File: config.mk
export PLATFORM = sky130hd
export DESIGN_NAME = bitslice_alu
export DESIGN_NICKNAME = d
export VERILOG_FILES = /design/src/rtl/alu_pkg.sv /design/src/rtl/alu_ctl_dec.sv /design/src/rtl/alu_slice.sv /design/src/rtl/alu_core.sv /design/src/rtl/bitslice_alu.sv
export SDC_FILE = /design/constraint.sdc
export NUM_CORES = 1
export LEC_CHECK = 0
export BUFFER_PORTS_ARGS = -buffer_cell sky130_fd_sc_hd__buf_2
export CAP_MARGIN = 20
export CORE_MARGIN = 3
export CORE_UTILIZATION = 51
export DETAILED_ROUTE_END_ITERATION = 12
export PLACE_DENSITY = 0.91
export SLEW_MARGIN = 25
export SYNTH_ARGS = -nofsm -noshare
export SYNTH_HDL_FRONTEND = slang
export SYNTH_SLANG_ARGS = --single-unit
export TNS_END_PERCENT = 30
File: constraint.sdc
create_clock -name vclk -period 15.79
set_input_delay 1.579 -clock vclk [all_inputs]
set_output_delay 1.579 -clock vclk [all_outputs]
set_load 0.1 [all_outputs]
File: src/rtl/alu_pkg.sv
package alu_pkg;

   typedef enum logic [1:0] {
      OP_AND = 2'b00,
      OP_OR  = 2'b01,
      OP_ADD = 2'b10,
      OP_SLT = 2'b11
   } alu_op_e;

   typedef struct packed {
      logic    inv_a;
      logic    inv_b;
      alu_op_e op;
   } alu_ctl_t;

   typedef enum logic [1:0] {
      CLS_MEM   = 2'b00,
      CLS_BEQ   = 2'b01,
      CLS_RTYPE = 2'b10,
      CLS_SPARE = 2'b11
   } alu_class_e;

   localparam int FUNCT_W = 6;

   localparam logic [FUNCT_W-1:0] FN_ADD = 6'h20;
   localparam logic [FUNCT_W-1:0] FN_SUB = 6'h22;
   localparam logic [FUNCT_W-1:0] FN_AND = 6'h24;
   localparam logic [FUNCT_W-1:0] FN_OR  = 6'h25;
   localparam logic [FUNCT_W-1:0] FN_NOR = 6'h27;
   localparam logic [FUNCT_W-1:0] FN_SLT = 6'h2A;

   localparam alu_ctl_t CTL_ADD = '{inv_a: 1'b0, inv_b: 1'b0, op: OP_ADD};
   localparam alu_ctl_t CTL_SUB = '{inv_a: 1'b0, inv_b: 1'b1, op: OP_ADD};
   localparam alu_ctl_t CTL_AND = '{inv_a: 1'b0, inv_b: 1'b0, op: OP_AND};
   localparam alu_ctl_t CTL_OR  = '{inv_a: 1'b0, inv_b: 1'b0, op: OP_OR};
   localparam alu_ctl_t CTL_NOR = '{inv_a: 1'b1, inv_b: 1'b1, op: OP_AND};
   localparam alu_ctl_t CTL_SLT = '{inv_a: 1'b0, inv_b: 1'b1, op: OP_SLT};

endpackage

File: src/rtl/alu_ctl_dec.sv
module alu_ctl_dec
   import alu_pkg::*;
(
   input  logic [1:0]         mode_i,
   input  logic [FUNCT_W-1:0] funct_i,
   output alu_ctl_t           ctl_o
);

   alu_ctl_t rtype_ctl;

   always_comb begin
      case (funct_i)
         FN_ADD:  rtype_ctl = CTL_ADD;
         FN_SUB:  rtype_ctl = CTL_SUB;
         FN_AND:  rtype_ctl = CTL_AND;
         FN_OR:   rtype_ctl = CTL_OR;
         FN_NOR:  rtype_ctl = CTL_NOR;
         FN_SLT:  rtype_ctl = CTL_SLT;
         default: rtype_ctl = CTL_AND;
      endcase
   end

   always_comb begin
      case (alu_class_e'(mode_i))
         CLS_MEM:   ctl_o = CTL_ADD;
         CLS_BEQ:   ctl_o = CTL_SUB;
         CLS_RTYPE: ctl_o = rtype_ctl;
         default:   ctl_o = CTL_ADD;
      endcase
   end

   always_comb begin

      ctl_mem_chk: assert (!(mode_i == 2'b00) || (ctl_o.op == OP_ADD && !ctl_o.inv_b))
         else $error("load/store class did not decode to add");

      ctl_inva_chk: assert (!ctl_o.inv_a || (ctl_o.inv_b && ctl_o.op == OP_AND))
         else $error("first-operand invert used outside NOR");
   end

endmodule

File: src/rtl/alu_slice.sv
module alu_slice
   import alu_pkg::*;
(
   input  logic    a_i,
   input  logic    b_i,
   input  logic    inv_a_i,
   input  logic    inv_b_i,
   input  alu_op_e op_i,
   input  logic    cin_i,
   input  logic    less_i,
   output logic    res_o,
   output logic    sum_o,
   output logic    cout_o
);

   logic a_eff;
   logic b_eff;

   always_comb begin
      a_eff  = a_i ^ inv_a_i;
      b_eff  = b_i ^ inv_b_i;
      sum_o  = a_eff ^ b_eff ^ cin_i;
      cout_o = (a_eff & b_eff) | (cin_i & (a_eff ^ b_eff));
      case (op_i)
         OP_AND:  res_o = a_eff & b_eff;
         OP_OR:   res_o = a_eff | b_eff;
         OP_ADD:  res_o = sum_o;
         default: res_o = less_i;
      endcase
   end

endmodule

File: src/rtl/alu_core.sv
module alu_core
   import alu_pkg::*;
#(
   parameter int WIDTH      = 32,
   parameter bit USE_SLICES = 1'b1
) (
   input  logic [WIDTH-1:0] a_i,
   input  logic [WIDTH-1:0] b_i,
   input  alu_ctl_t         ctl_i,
   output logic [WIDTH-1:0] result_o,
   output logic             ovf_o
);

   localparam int MSB = WIDTH - 1;

   logic [WIDTH-1:0] sum_w;
   logic             c_into_msb;
   logic             c_out_msb;
   logic             add_ovf;
   logic             set_lt;

   always_comb begin
      add_ovf = c_into_msb ^ c_out_msb;
      set_lt  = sum_w[MSB] ^ add_ovf;
      ovf_o   = (ctl_i.op == OP_ADD) & add_ovf;
   end

   if (WIDTH < 2) begin : g_bad_width
      $error("alu_core: WIDTH must be at least 2");
   end

   if (USE_SLICES) begin : g_slices
      logic [WIDTH:0] carry;
      assign carry[0] = ctl_i.inv_b;
      for (genvar i = 0; i < WIDTH; i++) begin : g_bit
         alu_slice u_slice (
            .a_i     (a_i[i]),
            .b_i     (b_i[i]),
            .inv_a_i (ctl_i.inv_a),
            .inv_b_i (ctl_i.inv_b),
            .op_i    (ctl_i.op),
            .cin_i   (carry[i]),
            .less_i  ((i == 0) ? set_lt : 1'b0),
            .res_o   (result_o[i]),
            .sum_o   (sum_w[i]),
            .cout_o  (carry[i+1])
         );
      end
      assign c_into_msb = carry[MSB];
      assign c_out_msb  = carry[WIDTH];
   end else begin : g_flat
      logic [WIDTH-1:0] a_eff;
      logic [WIDTH-1:0] b_eff;
      logic [MSB:0]     low_sum;
      logic [1:0]       top_sum;
      always_comb begin
         a_eff   = a_i ^ {WIDTH{ctl_i.inv_a}};
         b_eff   = b_i ^ {WIDTH{ctl_i.inv_b}};
         low_sum = {1'b0, a_eff[MSB-1:0]} + {1'b0, b_eff[MSB-1:0]}
                   + {{(WIDTH-1){1'b0}}, ctl_i.inv_b};
         top_sum = {1'b0, a_eff[MSB]} + {1'b0, b_eff[MSB]} + {1'b0, low_sum[MSB]};
         sum_w   = {top_sum[0], low_sum[MSB-1:0]};
         case (ctl_i.op)
            OP_AND:  result_o = a_eff & b_eff;
            OP_OR:   result_o = a_eff | b_eff;
            OP_ADD:  result_o = sum_w;
            default: result_o = {{(WIDTH-1){1'b0}}, set_lt};
         endcase
      end
      assign c_into_msb = low_sum[MSB];
      assign c_out_msb  = top_sum[1];
   end

   always_comb begin

      add_sum_chk: assert (!(ctl_i.op == OP_ADD && !ctl_i.inv_a)
                           || result_o == a_i + (ctl_i.inv_b ? ~b_i + 1'b1 : b_i))
         else $error("adder result does not match operand arithmetic");

      slt_upper_chk: assert (ctl_i.op != OP_SLT || result_o[MSB:1] == '0)
         else $error("set-on-less-than drove upper result bits");

      ovf_gate_chk: assert (!ovf_o || (ctl_i.op == OP_ADD
                            && a_eff_sign_ok(a_i[MSB] ^ ctl_i.inv_a, b_i[MSB] ^ ctl_i.inv_b,
                                             result_o[MSB])))
         else $error("overflow flagged without sign disagreement");
   end

   function automatic logic a_eff_sign_ok(input logic sa, input logic sb, input logic sr);
      return (sa == sb) && (sr != sa);
   endfunction

endmodule

File: src/rtl/bitslice_alu.sv
module bitslice_alu
   import alu_pkg::*;
#(
   parameter int WIDTH      = 32,
   parameter bit USE_SLICES = 1'b1
) (
   input  logic [1:0]       mode_i,
   input  logic [5:0]       funct_i,
   input  logic [WIDTH-1:0] opa_i,
   input  logic [WIDTH-1:0] opb_i,
   output logic [3:0]       ctl_o,
   output logic [WIDTH-1:0] result_o,
   output logic             zero_o,
   output logic             ovf_o
);

   alu_ctl_t ctl;

   alu_ctl_dec u_dec (
      .mode_i  (mode_i),
      .funct_i (funct_i),
      .ctl_o   (ctl)
   );

   alu_core #(
      .WIDTH      (WIDTH),
      .USE_SLICES (USE_SLICES)
   ) u_core (
      .a_i      (opa_i),
      .b_i      (opb_i),
      .ctl_i    (ctl),
      .result_o (result_o),
      .ovf_o    (ovf_o)
   );

   assign ctl_o  = ctl;
   assign zero_o = ~|result_o;

   always_comb begin

      nor_form_chk: assert (ctl_o != 4'b1100 || result_o == ~(opa_i | opb_i))
         else $error("NOR setting gave wrong result");

      zero_slt_chk: assert (!(zero_o && ctl.op == OP_SLT) || !($signed(opa_i) < $signed(opb_i)))
         else $error("zero flag set although first operand is less");
   end

endmodule

* Yosys cells after proc, flatten, opt, wreduce, memory -nomap -nowiden
Cells that the tools add are included.
** Storage, ports and cells
- Register bits :: 0
- Input port bits :: 72
- Output and inout port bits :: 38
- Logic and storage cells :: 305
** Cells by class
- Equality and inequality tests :: 9
- Multiplexer cells :: 34
- Bitwise logic cells :: 259
- Reductions and logical operators :: 3
** Operators with widths (count)
- $xor A1 B1 Y1 :: 130
- $pmux W1 S3 :: 32
- $and A1 B1 Y1 :: 65
- $or A1 B1 Y1 :: 64
- $reduce_or A32 Y1 :: 1
- $eq A6 B6 Y1 const B :: 5
- $pmux W4 S5 :: 1
- $pmux W4 S2 :: 1
- $eq A2 B1 Y1 const B :: 2
- $eq A2 B2 Y1 const B :: 2
- $logic_not A2 Y1 :: 1
- $logic_not A1 Y1 :: 1

* Longest topological paths before layout
Gate-level depths: netlist of the first run.
- Depth after elaboration :: 74
- Depth in mapped cells :: 49
- Mapped depth without buffers :: 47

* Cells and area by module
A second synthesis of the first run with hierarchy kept.
** Second synthesis, totals
- Cell total of the unflattened synthesis :: 416
- Area total of the unflattened synthesis :: 3694.8 µm²
** Modules (own cells, without submodules)
- alu_slice :: instances 32, cells each 12, area an instance 107.6 µm², seq. area each 0.0 µm²
- alu_ctl_dec :: instances 1, cells each 17, area an instance 150.1 µm², seq. area each 0.0 µm²
- bitslice_alu :: instances 1, cells each 11, area an instance 72.6 µm², seq. area each 0.0 µm²
- alu_core :: instances 1, cells each 4, area an instance 28.8 µm², seq. area each 0.0 µm²

* Worst setup path before layout of the first run
Ideal clock, no wire load.
- Kind :: input -> output
- Start :: in mode_i[0]
- End :: out zero_o
- Data arrival time :: 16709 ps
- Data required time :: 14211 ps
- Path slack :: -2498 ps
- Cell stages on the path :: 48
- Path buffers :: 2
- Cells stage by stage :: inv_1 > ha_1 > and3b_1 > buf_2 > o211ai_2 > a21oi_4 > buf_12 > xor2_4 > fa_1 > fa_1 > inv_1 > fa_1 > inv_1 > fa_1 > fa_1 > inv_1 > fa_1 > fa_1 > (+12 left out) > fa_1 > fa_1 > fa_1 > fa_1 > fa_1 > fa_1 > fa_1 > fa_1 > fa_1 > fa_1 > fa_1 > inv_1 > fa_1 > nand4b_1 > or4_1 > nor3_1 > a311oi_1 > nor4_2
** Between the ends
- Longest elaborated chain between the ends :: 73
- Elaborated cells between the ends (all ways) :: 298
- Those cells by class :: eq/ne (4); mux (33); bitwise (258); reduce/logical (3)
** RTL lines
- start: declaration :: line bitslice_alu.sv:7 : input logic [1:0] mode_i,
- $eq A2 B2 Y1 / $eq A2 B1 Y1 (equally long branches) :: line alu_ctl_dec.sv:24 : case (alu_class_e'(mode_i))
- $pmux W4 S2 (*) :: line alu_ctl_dec.sv:24
- named net u_core.g_slices.g_bit[0].u_slice.cin_i :: line alu_slice.sv:9 : input logic cin_i,
- $xor A1 B1 Y1 :: line alu_slice.sv:21 : b_eff = b_i ^ inv_b_i;
- $xor A1 B1 Y1 :: line alu_slice.sv:22, alu_slice.sv:23
- $and A1 B1 Y1 :: line alu_slice.sv:23 : cout_o = (a_eff & b_eff) | (cin_i & (a_eff ^ b_eff));
- $or A1 B1 Y1 :: line alu_slice.sv:23
- $and A1 B1 Y1 :: line alu_slice.sv:23
- (+58 left out)
- $or A1 B1 Y1 :: line alu_slice.sv:23
- $and A1 B1 Y1 :: line alu_slice.sv:23
- $or A1 B1 Y1 :: line alu_slice.sv:23
- $xor A1 B1 Y1 :: line alu_core.sv:23 : add_ovf = c_into_msb ^ c_out_msb;
- $xor A1 B1 Y1 :: line alu_core.sv:24 : set_lt = sum_w[MSB] ^ add_ovf;
- $pmux W1 S3 :: line alu_slice.sv:24 : case (op_i)
- $reduce_or A32 Y1 (*) :: line bitslice_alu.sv:37 : assign zero_o = ~|result_o;
- $logic_not A1 Y1 (*) :: line bitslice_alu.sv:37
- end: declaration :: line bitslice_alu.sv:13 : output logic zero_o,
Mark *: on every way through the listed nets, which the timed path passes. The rest lies on a longest branch.

* Worst setup path after layout of the first run
- Start :: in mode_i[0]
- End :: out zero_o
** Between the ends
- Longest elaborated chain between the ends :: 73
- Elaborated cells between the ends (all ways) :: 298
- Those cells by class :: eq/ne (4); mux (33); bitwise (258); reduce/logical (3)
** RTL lines (line)
- $eq A2 B2 Y1 / $eq A2 B1 Y1 (equally long branches) :: alu_ctl_dec.sv:24
- $pmux W4 S2 (*) :: alu_ctl_dec.sv:24
- $xor A1 B1 Y1 (on tied branches) :: alu_slice.sv:20, alu_slice.sv:21
- $xor A1 B1 Y1 :: alu_slice.sv:22, alu_slice.sv:23
- $and A1 B1 Y1 :: alu_slice.sv:23
- $or A1 B1 Y1 :: alu_slice.sv:23
- $and A1 B1 Y1 :: alu_slice.sv:23
- $or A1 B1 Y1 :: alu_slice.sv:23
- (+57 left out)
- $or A1 B1 Y1 :: alu_slice.sv:23
- $and A1 B1 Y1 :: alu_slice.sv:23
- $or A1 B1 Y1 :: alu_slice.sv:23
- $xor A1 B1 Y1 :: alu_core.sv:23
- $xor A1 B1 Y1 :: alu_core.sv:24
- $pmux W1 S3 :: alu_slice.sv:24
- $reduce_or A32 Y1 (*) :: bitslice_alu.sv:37
- $logic_not A1 Y1 (*) :: bitslice_alu.sv:37
Every way passes the cells marked *; elsewhere a longest branch is shown, timed or not.

==> results of run 1 <==
power breakdown:
group          switching [mW]  internal (mW)  total, mW
clock                       0              0          0
sequential                  0              0          0
combinational           0.290          0.106      0.396
total                   0.290          0.106      0.396
repair_timing:
item | CTS | global route
pin swaps | 3 | 1
endpoints found under the setup margin | 1 | 3
hold buffers | 0 | 0
gates resized for setup | 5 | 4
buffers inserted | 2 | 0
critical path: cells and delay by family:
family	cells	cell delay [ns]
adders and majority gates	32	10.58
and+or+nand+nor	5	1.29
buffers and inverters	8	0.76
AOI/OAI and AO/OA	3	0.45
xor gates and xnor gates	1	0.16
how the worst min path moves through the flow:
stage / startpoint / end / slack, ns
after floorplan: funct_i[1] / zero_o / 3.67
after global placement: opb_i[30] / result_o[30] / 3.88
after detailed placement: opb_i[30] / result_o[30] / 3.91
after CTS: opb_i[30] / result_o[30] / 3.91
after global routing: opb_i[30] / result_o[30] / 3.92
final: opb_i[30] / result_o[30] / 3.90
kinds of logic after synthesis:
| group | Yosys count | share of synthesized area (%) |
|---|---|---|
| buffers and inverters | 130 | 16.66 |
| adder cells (fa/ha/maj) | 98 | 35.05 |
| AND/OR/NAND/NOR | 73 | 9.629 |
| AO/OA/AOI/OAI | 70 | 10.83 |
| XOR/XNOR | 65 | 26.17 |
| multiplexers | 7 | 1.675 |
final cells by class:
class | count | share of cell area [%]
inverters | 75 | 5.750
multi-input cells | 313 | 73.37
repair buffers | 146 | 18.27
well taps | 102 | 2.607
Yosys cell counts (3+ instances only):
master | n | area share (%)
nor2_1 | 29 | 2.6
nor3_1 | 5 | 0.60
o22ai_1 | 31 | 4.6
or4_1 | 3 | 0.54
mux2i_1 | 7 | 1.7
a21oi_1 | 27 | 3.2
inv_1 | 46 | 4.1
buf_2 | 5 | 0.60
xnor2_1 | 3 | 0.63
fa_1 | 32 | 15
nand3_1 | 4 | 0.48
xor2_4 | 28 | 18
buf_12 | 3 | 1.4
ha_1 | 66 | 20
buf_4 | 41 | 7.4
clkbuf_1 | 4 | 0.36
xor2_1 | 34 | 7.1
nand4_1 | 12 | 1.8
inv_2 | 29 | 2.6
nor4_1 | 7 | 1.0
placed cells by master (no fill, tap or decap), drive strengths merged, types with 2 or more instances in the layout:
cell    synthesis  layout
nor2           29      29
a311oi          2       2
nand4          12      12
nand2           2       2
inv            75      75
and3b           2       2
mux2i           7       7
fa             32      32
xnor2           3       3
ha             66      66
or4             3       3
nor3            5       5
o22ai          31      31
nand3           4       4
a21oi          28      28
xor2           62      62
and4bb          2       2
o21ai           2       2
nor4            8       8
buf            51     146
metrics by stage:
step | instance area [µm²] | setup slack, ns | utilization, % | setup TNS [ns] | std cells
6_report | 4896 | -0.6149 | 62.39 | -0.6149 | 636
5_1_grt | 4896 | -0.8842 | 62.39 | -1.020 | 636
4_1_cts | 4886 | -0.6053 | 62.26 | -0.6053 | 636
3_5_place_dp | 4857 | -0.8192 | 61.89 | -0.8192 | 634
3_3_place_gp | 4857 | -0.3935 | 61.89 | -0.3935 | 634
2_1_floorplan | 4269 | -0.9721 | - | -1.745 | 443
per-layer routing:
metal  vias to the layer above  GRT usage (%)
li1                       1570              -
met1                      1553          28.27
met2                       165          41.15
met3                        35          2.014
met4                         0          7.243
met5                         -              0
==> impl_metrics.env, run 1 <==
export IMPL_violations="negative setup slack"
export IMPL_p_total_mw=0.3964
export IMPL_yosys_warnings=0
export IMPL_dpl_hpwl_mm=9.107
export IMPL_end_kind="primary output"
export IMPL_yosysSeqAreaShare_pct=0
export IMPL_hold_class="in -> out"
export IMPL_clkbuf_count=0
export IMPL_design_die_area_mm2=0.009327
export IMPL_num_antenna_cells=0
export IMPL_seq_cells=0
export IMPL_setup_ws_ns=-0.6149
export IMPL_critical_path_arrival_ns=14.83
export IMPL_rows=32
export IMPL_gp_congestion=0.9125
export IMPL_holdPathStages=6
export IMPL_worst_pin_slew_ns=0.6060
export IMPL_setup_viol=1
export IMPL_core_area_mm2=0.007848
export IMPL_grt_max_degree=58
export IMPL_period_needed_ns=16.40
export IMPL_nNetsFinal=706
export IMPL_grt_pass1_vias=3469
export IMPL_die_x_um=96.58
export IMPL_cp_slowest_stage_delay_ns=0.49
export IMPL_wl_met2_mm=5.436
export IMPL_wl_per_cell_um=16.52
export IMPL_outcome="complete, but fails checks"
export IMPL_powerDensity_mw_per_mm2=80.96
export IMPL_drv_cap=0
export IMPL_synthesis_nets=613
export IMPL_vias_per_cell=5.225
export IMPL_power_leakage_nw=2.460
export IMPL_cp_start_kind="input port"
export IMPL_finalHoldViolCount=0
export IMPL_first_pass_iters=5
export IMPL_hold_slack_ns=3.896
export IMPL_top_layer="met4"
export IMPL_cp_max_fo=3
export IMPL_vias=3323
export IMPL_ys_types=43
export IMPL_drv_slew=0
export IMPL_critPathMostFrequentCell="fa_2"
export IMPL_port_buffers=110
export IMPL_grt_ovfl_total=0
export IMPL_ir_drop_uv=55.21
export IMPL_syn2layout_area_growth_pct=17.02
export IMPL_synthCells=443
export IMPL_met3_length_um=685
export IMPL_required_ns=14.21
export IMPL_max_freq_mhz=60.96
export IMPL_rsz0062_at_grt="true"
export IMPL_wl_mm=10.51
export IMPL_die_y_um=96.58
export IMPL_drtIter0Drc=224
export IMPL_crit_start="mode_i[0]"
export IMPL_fin_crit_sh_pct=103.9
export IMPL_fillerInstances=669
export IMPL_drive_gt1_share_pct=44.94
export IMPL_pin_count=110
export IMPL_syn_avg_cell_area_um2=9.445
export IMPL_syn_area_mm2=0.004184
export IMPL_grt_pass1_wl_mm=16.64
export IMPL_postRouteAntennaNets=0
export IMPL_crit_end="zero_o"
export IMPL_antenna_found_initial=0
export IMPL_seqCellArea_um2=0
export IMPL_multi_input_area_mm2=0.003592
export IMPL_drt_met1_wl_mm=4.043
export IMPL_initial_core_util_pct=53.32
export IMPL_drc=0
export IMPL_path_class="in -> out"
export IMPL_grt_use_total_pct=22.68
export IMPL_relSlewSlack_pct=59.60
export IMPL_slowest_stage="or4_1"
Note: power is estimated with default switching activity, not from simulation.
==> run 2, diff against run 1 <==
--- a/config.mk
+++ b/config.mk
@@ -5,12 +5,12 @@
 export SDC_FILE = /design/constraint.sdc
 export NUM_CORES = 1
 export LEC_CHECK = 0
-export BUFFER_PORTS_ARGS = -buffer_cell sky130_fd_sc_hd__buf_2
 export CAP_MARGIN = 20
 export CORE_MARGIN = 3
-export CORE_UTILIZATION = 51
+export CORE_UTILIZATION = 25
 export DETAILED_ROUTE_END_ITERATION = 12
-export PLACE_DENSITY = 0.91
+export DONT_BUFFER_PORTS = 1
+export PLACE_DENSITY = 0.5
 export SLEW_MARGIN = 25
 export SYNTH_ARGS = -nofsm -noshare
 export SYNTH_HDL_FRONTEND = slang
==> impl_metrics.env, run 2 (synthesized netlist as in run 1, its figures left out) <==
export IMPL_outcome="complete, but fails checks"
export IMPL_violations="negative setup slack"
export IMPL_final_common_cell="ha_1"
export IMPL_setup_ws_ns=-0.3505
export IMPL_syn2layout_area_growth_pct=17.25
export IMPL_core_area_mm2=0.01612
export IMPL_cp_slowest_stage_delay_ns=0.49
export IMPL_die_x_um=135.4
export IMPL_drive_gt1_share_pct=39.63
export IMPL_grt_pass1_vias=3209
export IMPL_relSlewSlack_pct=42.10
export IMPL_seqCellArea_um2=0
export IMPL_gp_congestion=0.8303
export IMPL_port_buffers=0
export IMPL_grt_ovfl_total=0
export IMPL_die_y_um=135.4
export IMPL_first_pass_iters=4
export IMPL_grt_max_degree=58
export IMPL_end_kind="primary output"
export IMPL_initial_core_util_pct=25.96
export IMPL_powerDensity_mw_per_mm2=81.64
export IMPL_critical_path_arrival_ns=14.56
export IMPL_cp_start_kind="input port"
export IMPL_drc=0
export IMPL_ir_drop_uv=36.05
export IMPL_wl_mm=11.96
export IMPL_holdPathEnd="zero_o"
export IMPL_grt_pass1_wl_mm=18.56
export IMPL_drtIter0Drc=91
export IMPL_crit_start="mode_i[0]"
export IMPL_period_needed_ns=16.14
export IMPL_drv_slew=0
export IMPL_fin_area_mm2=0.004906
export IMPL_holdPathStages=5
export IMPL_post_dp_cell_area_mm2=0.004878
export IMPL_rows=46
export IMPL_cp_max_fo=4
export IMPL_max_freq_mhz=61.96
export IMPL_final_util_pct=30.44
export IMPL_power_leakage_nw=2.093
export IMPL_critPathMostFrequentCell="fa_2"
export IMPL_hold_slack_ns=3.729
export IMPL_seq_cells=0
export IMPL_finalHoldViolCount=0
export IMPL_required_ns=14.21
export IMPL_hold_start="funct_i[1]"
export IMPL_vias=2821
export IMPL_drv_cap=0
export IMPL_clkbuf_count=0
export IMPL_wl_per_cell_um=18.53
export IMPL_postRouteAntennaNets=0
export IMPL_fin_crit_sh_pct=102.2
export IMPL_dpl_hpwl_mm=10.66
export IMPL_preCtsSetupSlack_ns=-0.6141
export IMPL_pin_count=110
export IMPL_nNetsFinal=601
export IMPL_num_antenna_cells=0
export IMPL_path_class="in -> out"
export IMPL_antenna_found_initial=0
export IMPL_hold_class="in -> out"
export IMPL_vias_per_cell=4.374
export IMPL_worst_pin_slew_ns=0.8685
export IMPL_grt_use_total_pct=12.79
export IMPL_rsz0062_at_grt="true"
export IMPL_setup_viol=1
export IMPL_slowest_stage="or4_4"
export IMPL_design_die_area_mm2=0.01832
export IMPL_hold_buffers=0
export IMPL_final_cell_mix="ha_1, inv_1, buf_4"
-- run 2: worst max-delay path by stage --
stage	to	slack [ns]	cells past startpoint
CTS	zero_o	-0.41	48
global route	zero_o	-0.69	48
finish	zero_o	-0.35	47
detailed placement	zero_o	-0.61	47
global placement	zero_o	-0.42	47
floorplan	zero_o	-0.97	48
-- run 2: through the flow --
stage | std cells | total power, mW | setup TNS (ns)
after floorplan | 443 | 0.3367 | -1.745
after global placement | 643 | 0.3834 | -0.4169
after detailed placement | 644 | 0.4032 | -0.6141
after CTS | 644 | 0.4052 | -0.4132
after global routing | 645 | 0.4261 | -0.6908
final | 645 | 0.4005 | -0.3505
-- run 2: what timing repair did --
action / 4_1_cts / 5_1_grt
setup endpoints to repair: 1 / 1
pin swaps: 4 / 1
gates resized for setup: 5 / 2
buffers inserted: 0 / 1
-- run 2: layer usage --
| layer | track usage (%) | vias to the layer above | wire (µm) |
|---|---|---|---|
| li1 | - | 1365 | - |
| met5 | 0 | - | 0 |
| met4 | 0 | 0 | 0 |
| met3 | 1.783 | 0 | 517 |
| met1 | 17.49 | 1397 | 5491 |
| met2 | 22.87 | 59 | 5946 |
-- run 2: layout make-up --
cell class / instances / area (µm²)
Fill cell: 1680 / 11210
Timing Repair Buffer: 41 / 372.9
Multi-Input combinational cell: 313 / 3981
Inverter: 75 / 281.5
Tap cell: 216 / 270.3
-- run 2: report_power, final --
part	total [mW]	internal (mW)	switching, mW
sequential	0	0	0
combinational	0.401	0.110	0.291
clock	0	0	0
total	0.401	0.110	0.291
-- run 2: worst max-delay path: cells and delay by family --
family,cells,cell delay (ns)
adders and majority gates,32,10.44
AOI/OAI and AO/OA,3,0.52
buffers and inverters,6,0.51
and+or+nand+nor,5,1.30
xor gates and xnor gates,1,0.20
==> run 3, diff against run 2 <==
--- a/config.mk
+++ b/config.mk
@@ -10,9 +10,10 @@
 export CORE_UTILIZATION = 25
 export DETAILED_ROUTE_END_ITERATION = 12
 export DONT_BUFFER_PORTS = 1
+export GPL_TIMING_DRIVEN = 0
 export PLACE_DENSITY = 0.5
 export SLEW_MARGIN = 25
 export SYNTH_ARGS = -nofsm -noshare
 export SYNTH_HDL_FRONTEND = slang
 export SYNTH_SLANG_ARGS = --single-unit
-export TNS_END_PERCENT = 30
+export TNS_END_PERCENT = 5
==> impl_metrics.env, run 3 (synthesized netlist as in run 1, its figures left out) <==
export IMPL_outcome="complete, but fails checks"
export IMPL_violations="negative setup slack"
export IMPL_ir_drop_uv=56.52
export IMPL_postRouteAntennaNets=0
export IMPL_required_ns=14.21
export IMPL_hold_buffers=0
export IMPL_final_cell_mix="ha_1, buf_4, inv_1"
export IMPL_setup_ws_ns=-0.6599
export IMPL_initial_core_util_pct=25.96
export IMPL_fin_crit_sh_pct=104.2
export IMPL_port_buffers=0
export IMPL_end_kind="primary output"
export IMPL_antenna_found_initial=0
export IMPL_max_freq_mhz=60.79
export IMPL_path_class="in -> out"
export IMPL_slowest_stage="or4_4"
export IMPL_worst_pin_slew_ns=0.6927
export IMPL_hold_class="in -> out"
export IMPL_powerDensity_mw_per_mm2=83.00
export IMPL_cp_max_fo=10
export IMPL_fillerInstances=1716
export IMPL_cp_start_kind="input port"
export IMPL_grt_ovfl_total=0
export IMPL_num_antenna_cells=0
export IMPL_period_needed_ns=16.45
export IMPL_relSlewSlack_pct=53.82
export IMPL_finalHoldViolCount=0
export IMPL_vias=2925
export IMPL_pin_count=110
export IMPL_clkbuf_count=0
export IMPL_seq_cells=0
export IMPL_nNetsFinal=626
export IMPL_syn2layout_area_growth_pct=12.92
export IMPL_drv_cap=0
export IMPL_wl_per_cell_um=18.25
export IMPL_die_x_um=135.4
export IMPL_final_util_pct=29.32
export IMPL_core_area_mm2=0.01612
export IMPL_gp_congestion=0.8487
export IMPL_grt_use_total_pct=13.09
export IMPL_grt_pass1_wl_mm=18.71
export IMPL_post_dp_cell_area_mm2=0.004601
export IMPL_cp_slowest_stage_delay_ns=0.51
export IMPL_setup_tns_ns=-0.6599
export IMPL_power_leakage_nw=2.166
export IMPL_dpl_hpwl_mm=10.62
export IMPL_die_y_um=135.4
export IMPL_drv_slew=0
export IMPL_vias_per_cell=4.366
export IMPL_drtIter0Drc=161
export IMPL_drc=0
export IMPL_first_pass_iters=4
export IMPL_setup_viol=1
export IMPL_rows=46
export IMPL_wl_mm=12.23
export IMPL_rsz0062_at_grt="true"
export IMPL_final_common_cell="ha_1"
export IMPL_critPathMostFrequentCell="fa_2"
export IMPL_fin_area_mm2=0.004725
export IMPL_p_total_mw=0.3921
export IMPL_seqCellArea_um2=0
export IMPL_drive_gt1_share_pct=35.02
export IMPL_critical_path_arrival_ns=14.87
export IMPL_grt_max_degree=11
export IMPL_grt_pass1_vias=3207
export IMPL_design_die_area_mm2=0.01832
## run 3: cell count changes in the layout (fill, tap and decap cells not counted), moves of 2 or more
cell      previous run  this run
buf_12               2         4
buf_2                0         4
buf_4               37        49
clkbuf_1             0         4
inv_1               46        44
inv_2               29        31
o22ai_1              1        30
o22ai_2              7         1
o22ai_4             23         0
## run 3: path summary, 6_finish.rpt
check                endpoint  depth (start not counted)        from  slack [ns]
setup / recovery       zero_o                         49   mode_i[0]       -0.66
hold / removal    result_o[0]                          4  funct_i[1]        3.72
## run 3: area by class of cell
cell class	instances	area (µm²)	share of cell area, %
multi-input combinational	313	3607	76.35
buffer	54	437.9	9.269
inverter	75	281.5	5.959
tap	216	270.3	5.720
timing repair buffer	12	127.6	2.701
## run 3: per-stage QoR
| stage | cells | hold slack (ns) | setup WS (ns) |
|---|---|---|---|
| 2_1_floorplan | 443 | 3.670 | -0.9721 |
| 3_3_place_gp | 659 | 3.761 | -1.925 |
| 3_5_place_dp | 661 | 3.775 | -1.436 |
| 4_1_cts | 670 | 3.742 | -0.9099 |
| 5_1_grt | 670 | 3.750 | -1.101 |
| 6_report | 670 | 3.723 | -0.6599 |
## run 3: repair_timing
action / CTS / global route
pin swaps: 9 / 5
endpoints found under the setup margin: 5 / 3
setup buffers: 10 / 0
resized for setup: 11 / 6
endpoints found under the hold margin: 0 / 0
## run 3: where the power goes
| group | switching, mW | internal, mW | total [mW] |
|---|---|---|---|
| Sequential | 0 | 0 | 0 |
| Combinational | 0.282 | 0.110 | 0.392 |
| Clock | 0 | 0 | 0 |
## run 3: critical path, delay by kind of cell
family          cells  cell delay, ns
compound gates      1            0.16
simple gates        6            1.49
buf+inv             9            0.94
fa+ha+maj          32           10.52
xor+xnor            1            0.14
## run 3: per-layer routing
metal	vias to the layer above	global-route usage (%)	share of wire, %
met1	1396	17.28	43
met5	-	0	0
met2	99	22.57	49
li1	1418	-	-
met3	12	2.637	6.7
met4	0	2.016	1.9
